==> src/rtl/lockdet_pkg.sv <==
package lockdet_pkg;
  typedef enum logic [1:0] {
    ACT_HOLD  = 2'd0,
    ACT_UP    = 2'd1,
    ACT_DOWN  = 2'd2,
    ACT_CLEAR = 2'd3
  } cnt_act_e;
endpackage

==> src/rtl/lockdet_tol_cmp.sv <==
module lockdet_tol_cmp #(
  parameter int EW = 16
) (
  input  logic [EW-1:0] err_in,
  input  logic [EW-1:0] thr_in,
  output logic          in_tol
);
  localparam int MW = EW + 1;

  // magnitude carries one extra bit so the most negative value fits
  function automatic logic [MW-1:0] err_mag(input logic [EW-1:0] e);
    logic [MW-1:0] ext;
    ext = {e[EW-1], e};
    return e[EW-1] ? (~ext + MW'(1)) : ext;
  endfunction

  always_comb in_tol = (err_mag(err_in) <= {1'b0, thr_in});
endmodule

==> src/rtl/lockdet_step_sel.sv <==
module lockdet_step_sel
  import lockdet_pkg::*;
#(
  parameter int CW = 16
) (
  input  logic          init,
  input  logic          smp_vld,
  input  logic          in_tol,
  input  logic [CW-1:0] count_q,
  input  logic [CW-1:0] lock_pts,
  input  logic [CW-1:0] unlock_pts,
  output cnt_act_e      act,
  output logic          set_lock,
  output logic          hit_unlock
);
  function automatic logic [CW-1:0] rise_val(input logic [CW-1:0] c,
                                             input logic [CW-1:0] top);
    return (c < top) ? c + CW'(1) : c;
  endfunction

  function automatic logic [CW-1:0] fall_val(input logic [CW-1:0] c,
                                             input logic [CW-1:0] floor_v);
    return (c > floor_v) ? c - CW'(1) : c;
  endfunction

  logic [CW-1:0] up_v, dn_v;
  always_comb begin
    up_v = rise_val(count_q, lock_pts);
    dn_v = fall_val(count_q, unlock_pts);
  end

  always_comb begin
    act        = ACT_HOLD;
    set_lock   = 1'b0;
    hit_unlock = 1'b0;
    if (init) begin
      act = ACT_CLEAR;
    end else if (smp_vld) begin
      if (in_tol) begin
        if (up_v != count_q) act = ACT_UP;
        set_lock = (up_v == lock_pts);
      end else begin
        if (dn_v == unlock_pts) begin
          act        = ACT_CLEAR;
          hit_unlock = 1'b1;
        end else if (dn_v != count_q) begin
          act = ACT_DOWN;
        end
      end
    end
  end
endmodule

==> src/rtl/lockdet_cnt_reg.sv <==
module lockdet_cnt_reg
  import lockdet_pkg::*;
#(
  parameter int CW = 16
) (
  input  logic          clk,
  input  logic          rst_n,
  input  cnt_act_e      act,
  input  logic          set_lock,
  output logic [CW-1:0] count_q,
  output logic          locked_q
);
  always_ff @(posedge clk or negedge rst_n) begin
    if (!rst_n) begin
      count_q  <= '0;
      locked_q <= 1'b0;
    end else begin
      unique case (act)
        ACT_UP:    count_q <= count_q + CW'(1);
        ACT_DOWN:  count_q <= count_q - CW'(1);
        ACT_CLEAR: count_q <= '0;
        default:   count_q <= count_q;
      endcase
      if (act == ACT_CLEAR) locked_q <= 1'b0;
      else if (set_lock)    locked_q <= 1'b1;
    end
  end
endmodule

==> src/rtl/lock_hyst_det.sv <==
module lock_hyst_det
  import lockdet_pkg::*;
#(
  parameter int EW = 16,
  parameter int CW = 16
) (
  input  logic          clk,
  input  logic          rst_n,
  input  logic          init,
  input  logic          smp_vld,
  input  logic [EW-1:0] err_in,
  input  logic [EW-1:0] thr_in,
  input  logic [CW-1:0] lock_pts,
  input  logic [CW-1:0] unlock_pts,
  output logic          locked
);
  logic          in_tol;
  cnt_act_e      act;
  logic          set_lock;
  logic          hit_unlock;
  logic [CW-1:0] count_q;

  lockdet_tol_cmp #(.EW(EW)) tol_i (
    .err_in (err_in),
    .thr_in (thr_in),
    .in_tol (in_tol)
  );

  lockdet_step_sel #(.CW(CW)) sel_i (
    .init       (init),
    .smp_vld    (smp_vld),
    .in_tol     (in_tol),
    .count_q    (count_q),
    .lock_pts   (lock_pts),
    .unlock_pts (unlock_pts),
    .act        (act),
    .set_lock   (set_lock),
    .hit_unlock (hit_unlock)
  );

  lockdet_cnt_reg #(.CW(CW)) reg_i (
    .clk      (clk),
    .rst_n    (rst_n),
    .act      (act),
    .set_lock (set_lock),
    .count_q  (count_q),
    .locked_q (locked)
  );
endmodule

==> config.mk <==
export PLATFORM = sky130hd
export DESIGN_NAME = lock_hyst_det
export DESIGN_NICKNAME = d
export VERILOG_FILES = /design/src/rtl/lockdet_pkg.sv /design/src/rtl/lockdet_tol_cmp.sv /design/src/rtl/lockdet_step_sel.sv /design/src/rtl/lockdet_cnt_reg.sv /design/src/rtl/lock_hyst_det.sv
export SDC_FILE = /design/constraint.sdc
export NUM_CORES = 1
export LEC_CHECK = 0
export ABC_AREA = 0
export BUFFER_PORTS_ARGS = -buffer_cell sky130_fd_sc_hd__buf_2
export CAP_MARGIN = 20
export CORE_MARGIN = 2
export CORE_UTILIZATION = 25
export CTS_CLUSTER_SIZE = 40
export DETAILED_ROUTE_END_ITERATION = 8
export PLACE_DENSITY = 0.47
export SKIP_LAST_GASP = 1
export SYNTH_ARGS = -nofsm -noshare
export SYNTH_HDL_FRONTEND = slang
export SYNTH_SLANG_ARGS = --single-unit
export TNS_END_PERCENT = 5
==> constraint.sdc <==
create_clock -name clk -period 6.6 [get_ports clk]
set_input_delay 0 -clock clk [delete_from_list [all_inputs] [get_ports clk]]
set_output_delay 0 -clock clk [all_outputs]
set_load 0.05 [all_outputs]
# Yosys cells after proc, flatten, opt, wreduce, memory -nomap -nowiden
# Index checks and enable logic that the tools add are counted.
classes:
  add_sub_neg: 3
  order_cmp: 3
  n_eq_ne: 7
  muxes: 15
  bitwise_logic: 1
  reduce_logical: 2
op_table:
  columns: ["cell", "count"]
  rows:
  - ["$pmux 16 s3", 1]
  - ["$eq 16x16->1", 2]
  - ["$mux 16", 2]
  - ["$ne 16x16->1", 2]
  - ["$add 17x1->17 const B", 1]
  - ["$le 17x16->1", 1]
  - ["$mux 17", 1]
  - ["$not 17->17", 1]
  - ["$add 16x1->16 const B", 1]
  - ["$gt 16x16->1", 1]
  - ["$lt 16x16->1", 1]
  - ["$sub 16x1->16 const B", 1]
  - ["$mux 2", 5]
  - ["$mux 1", 6]
  - ["$eq 2x2->1 const B", 2]
  - ["$reduce_bool 3->1", 1]
  - ["$eq 2x1->1 const B", 1]
  - ["$reduce_bool 2->1", 1]
totals:
  ff_bits: 17
  input_bits: 68
  out_inout_bits: 1
  elab_cells: 33

# Depth between registers and ports, before layout
depth:
  depth_word: 10
  ltp_mapped: 18
  depth_no_buf: 18

# Modules after synthesis
# Synthesis repeated with hierarchy kept, for this count alone.
unflattened:
  hier_cells: 603
  hier_area_um2: 4458.0
modules_own_cells:
  columns: ["module", "instances", "cells_per_inst", "area_per_inst_um2", "seq_area_each_um2"]
  rows:
  - ["lockdet_step_sel", 1, 311, 2148.3, 0.0]
  - ["lockdet_cnt_reg", 1, 193, 1582.8, 425.4]
  - ["lockdet_tol_cmp", 1, 99, 726.9, 0.0]

# Worst setup path after synthesis
# OpenSTA, ideal clock, no wires.
synth_path:
  kind: "input to register"
  start: "in err_in[1]"
  end: "reg reg_i.count_q[5]"
  setup_ps: 140
  arrival_time_ps: 3451
  required_ps: 6460
  slack_ps: 3009
  cell_stages: 17
  path_buffers: 1
  cell_sequence: "nor3_1 -> nand2_1 -> or3_1 -> or3_1 -> or3_1 -> o31ai_1 -> xnor2_1 -> ha_1 -> o21ai_0 -> a21oi_1 -> a2bb2oi_1 -> o211ai_1 -> nor4_1 -> a211oi_2 -> buf_6 -> a221oi_1 -> a21oi_1"
synth_between:
  elab_chain_len: 9
  elab_cells_between_ends: 12
  classes_between: "1 x add/sub; 1 x order compare; 3 x eq/ne; 5 x mux; 1 x bitwise; 1 x reduce/logical"
synth_rtl:
  columns: ["element", "line_no", "source"]
  rows:
  - ["start, declared", "lock_hyst_det.sv:11", "input logic [EW-1:0] err_in,"]
  - ["$not 17->17", "lockdet_tol_cmp.sv:14", "return e[EW-1] ? (~ext + MW'(1)) : ext;"]
  - ["$add 17x1->17", "lockdet_tol_cmp.sv:14", null]
  - ["$mux 17 (*)", "lockdet_tol_cmp.sv:14", null]
  - ["$le 17x16->1 (*)", "lockdet_tol_cmp.sv:17", "always_comb in_tol = (err_mag(err_in) <= {1'b0, thr_in});"]
  - ["$mux 2 (*)", "lockdet_step_sel.sv:39", "if (in_tol) begin"]
  - ["$mux 2 (*)", "lockdet_step_sel.sv:38", "end else if (smp_vld) begin"]
  - ["$mux 2 (*)", "lockdet_step_sel.sv:36", "if (init) begin"]
  - ["$eq 2x2->1 or $eq 2x1->1 (tied branches)", "lockdet_cnt_reg.sv:18", "unique case (act)"]
  - ["$pmux 16 s3 or $reduce_bool 3->1 (tied branches)", null, null]
  - ["end signal, assigned", "lockdet_cnt_reg.sv:19", "ACT_UP: count_q <= count_q + CW'(1);"]
  - ["end signal, assigned", "lockdet_cnt_reg.sv:20", "ACT_DOWN: count_q <= count_q - CW'(1);"]
  - ["end signal, assigned", "lockdet_cnt_reg.sv:22", "default: count_q <= count_q;"]
  - ["end, declared", "lockdet_cnt_reg.sv:10", "output logic [CW-1:0] count_q,"]
# Every way passes the cells marked *; elsewhere a longest branch is shown, timed or not.
# A chain may end at the register's enable or synchronous reset.

# Final worst setup path
layout_path:
  start: "reg reg_i.count_q[12]"
  end: "reg reg_i.count_q[1]"
layout_between:
  elab_chain_len: 10
  elab_cells_between_ends: 20
  classes_between: "2 x add/sub; 2 x order compare; 6 x eq/ne; 9 x mux; 1 x reduce/logical"
layout_rtl:
  columns: ["element", "line_no", "source"]
  rows:
  - ["$sub 16x1->16 or $gt 16x16->1 (tied branches)", "lockdet_step_sel.sv:23", "return (c > floor_v) ? c - CW'(1) : c;"]
  - ["$mux 16", "lockdet_step_sel.sv:23", null]
  - ["$ne 16x16->1", "lockdet_step_sel.sv:46", "end else if (dn_v != count_q) begin"]
  - ["$mux 2", "lockdet_step_sel.sv:46", null]
  - ["$mux 2", "lockdet_step_sel.sv:43", "if (dn_v == unlock_pts) begin"]
  - ["$mux 2 (*)", "lockdet_step_sel.sv:39", null]
  - ["$mux 2 (*)", "lockdet_step_sel.sv:38", null]
  - ["$mux 2 (*)", "lockdet_step_sel.sv:36", null]
  - ["$eq 2x2->1 or $eq 2x1->1 (tied branches)", "lockdet_cnt_reg.sv:18", null]
  - ["$pmux 16 s3 or $reduce_bool 3->1 (tied branches)", null, null]
# Marked as above.

==> impl_metrics.tcl <==
set metrics [dict create \
    status "complete, no violations" \
    drt_pass1_iterations 5 \
    htreeDepth 1 \
    critPathMostFrequentCell "nor4_1" \
    synthAdderAreaFrac_pct 15.8 \
    drt-total-wl_um 13300 \
    antenna_found_initial 0 \
    die_y_um 130 \
    drt_iter0_drc 279 \
    critPathRequiredTime_ns 6.77 \
    drv_slew 0 \
    synth_top_family_by_area "compound AO/OA/AOI/OAI gates" \
    cts-root-buf "clkbuf_16" \
    drc 0 \
    synth_xor_area_share_pct 13.1 \
    rsz0062_at_grt "false" \
    p_leak_nw 2.14 \
    grtUsageTotal_pct 15.8 \
    crit_path_end_kind "register" \
    dp.final_hpwl_um 10700 \
    whs_ns 0.163 \
    post-route-period-util_pct 71.6 \
    hold_start "init" \
    max_freq_mhz 212 \
    async_reset_ff_share_pct 100 \
    hold_buffers 1 \
    core_mm2 0.0153 \
    synth.area.mux_share_pct 0.919 \
    synth_warnings 0 \
    worst_pin_slew_ns 1.04 \
    fin_nets 706 \
    crit_slowest_cell "a211oi_2" \
    max_slew_margin_pct 30.2 \
    grt_pass1_vias 4017 \
    synth-compound-area-share_pct 25.4 \
    grt_pass1_wl_um 21100 \
    mostFrequentLayoutCell "buf_2" \
    synthCells 531 \
    routedWlPerCell_um 16.6 \
    ys_seq_area_share_pct 10.8 \
    skew_ns 0.00384 \
    rr_endpoint "reg_i.count_q[1]" \
    postCtsSetupBuffers 0 \
    initial_core_util_pct 25.8 \
    hold_class "input port to register" \
    area_growth_pct 15.7 \
    clk_pin_slew_ns 0.06 \
    yosysUniqueCellTypes 63 \
    synth_edf_count 0 \
    synth_nets 649 \
    dieArea_mm2 0.0168 \
    portBuffers 68 \
    reg2reg_slack_ns 1.87 \
    synth_area_mm2 0.00395 \
    drtAntennaViolNets 0 \
    gp_congestion 0.955 \
    hold_depth 2 \
    ctsResizeCount 0 \
    cts-buffers-inserted 3 \
    synth-main-ff-cell "dfrtp_1" \
    rr_startpoint "reg_i.count_q[12]" \
    fin_crit_ns 4.73 \
    finalHoldViolations 0 \
    max_cap_viol_count 0 \
    setup_viol 0 \
    reg2regPathDepth 11 \
    syn_area_per_cell_um2 7.44 \
    synth_simple_gate_area_share_pct 25.3 \
    p_per_area_mw_per_mm2 258 \
    vias_per_cell 5.28 \
    ir_drop_mv 0.121 \
    fin_setup_tns_ns 0 \
    worstPathMaxFanout 14 \
    antenna_cells 0 \
    cts_sinks 17 \
    insertion_delay_ns 0.25 \
    crit_type "register to register" \
    rows 45 \
    arrival_ns 4.90 \
    die_x_um 130 \
    layout_common_cells "68 x buf_2, 61 x inv_1, 50 x ha_1" \
    synth-seq-cells 17 \
    grt_max_degree 24 \
    ios 69 \
    hold_end "reg_i.locked_q" \
    cts_tree "built" \
    cp-start-kind "register" \
    cts_buffer_depth 2 \
    overflow 0 \
    drive_gt1_share_pct 17.0 \
    worstPathCellList "ha_1, nand4_1, nor4_1, o21ai_1, a31oi_1, a211oi_1, a311oi_1, nor4_1, a211oi_2, a22oi_1, a21oi_1" \
    vias 4217 \
    max_stage_delay_ns 0.90 \
]
worst max-delay path, delay by kind of cell (launching register included):
kind                       cells  cell delay [ns]
AOI/OAI and AO/OA              7             2.84
and+or+nand+nor                3             0.85
DFF                            1             0.58
adders and majority gates      1             0.38
layer usage:
metal  part of all wire (%)  GRT usage (%)  vias to the layer above
li1                       -              -                     2062
met1                     47           22.3                     1988
met2                     45           25.7                      152
met3                    7.1           3.06                       15
met4                   0.72           1.77                        0
met5                      0              0                        -
registers in the layout (all words and copies together), names as in the netlist:
register	flops
reg_i.count_q	16
reg_i.locked_q	1
cell type report:
cell class	count	area (µm²)
clock buffers	4	78.8
fillers	1698	10700
inverters	61	229
multi-input cells	431	3180
flip-flops and latches	17	425
well taps	211	264
repair buffers	74	392
report_power, final:
part | total, mW | internal, mW | switching, mW
combinational | 0.817 | 0.325 | 0.492
sequential | 0.232 | 0.129 | 0.103
clock | 0.129 | 0.0823 | 0.0464
total | 1.18 | 0.536 | 0.642
kinds of logic (layout without fill, tap and decap cells):
family,count (synthesis),in the layout
and+or+nand+nor,183,183
AOI/OAI and AO/OA,136,136
buffers and inverters,83,139
xor gates and xnor gates,59,59
adders and majority gates,50,50
DFF,17,17
muxes,3,3
cells in the mapped netlist (all sizes together) (16+ instances only):
master,number,area share [%]
xnor2,36,8.0
nand3,23,3.0
xor2,23,5.1
inv,61,5.8
nor2,22,2.1
nor3,16,2.4
a21oi,34,4.6
nor4,16,2.9
o21ai,22,2.8
a221oi,18,4.5
dfrtp,17,11
nand2,49,4.7
ha,50,16
a211oi,16,3.6
through the flow:
stage                     cells  power (mW)  utilization (%)  setup WS (ns)  instance area, µm²
after floorplan             531       0.797                -           3.01                3950
after global placement      792        1.02             29.2           1.94                4470
after detailed placement    792        1.03             29.2           1.86                4470
after CTS                   797        1.17             29.8           1.87                4560
after global routing        798        1.28             29.8           1.52                4570
final                       798        1.18             29.8           1.87                4570
how the worst max path moves through the flow:
| stage | cells after the start | endpoint | start |
|---|---|---|---|
| finish | 11 | reg_i.count_q[1] | reg_i.count_q[12] |
| global route | 11 | reg_i.count_q[9] | reg_i.count_q[12] |
| CTS | 10 | reg_i.count_q[0] | reg_i.count_q[12] |
| detailed placement | 10 | reg_i.count_q[0] | reg_i.count_q[12] |
| global placement | 16 | reg_i.count_q[0] | err_in[0] |
| floorplan | 17 | reg_i.count_q[5] | err_in[1] |
Power figures use the tool's default switching activity.
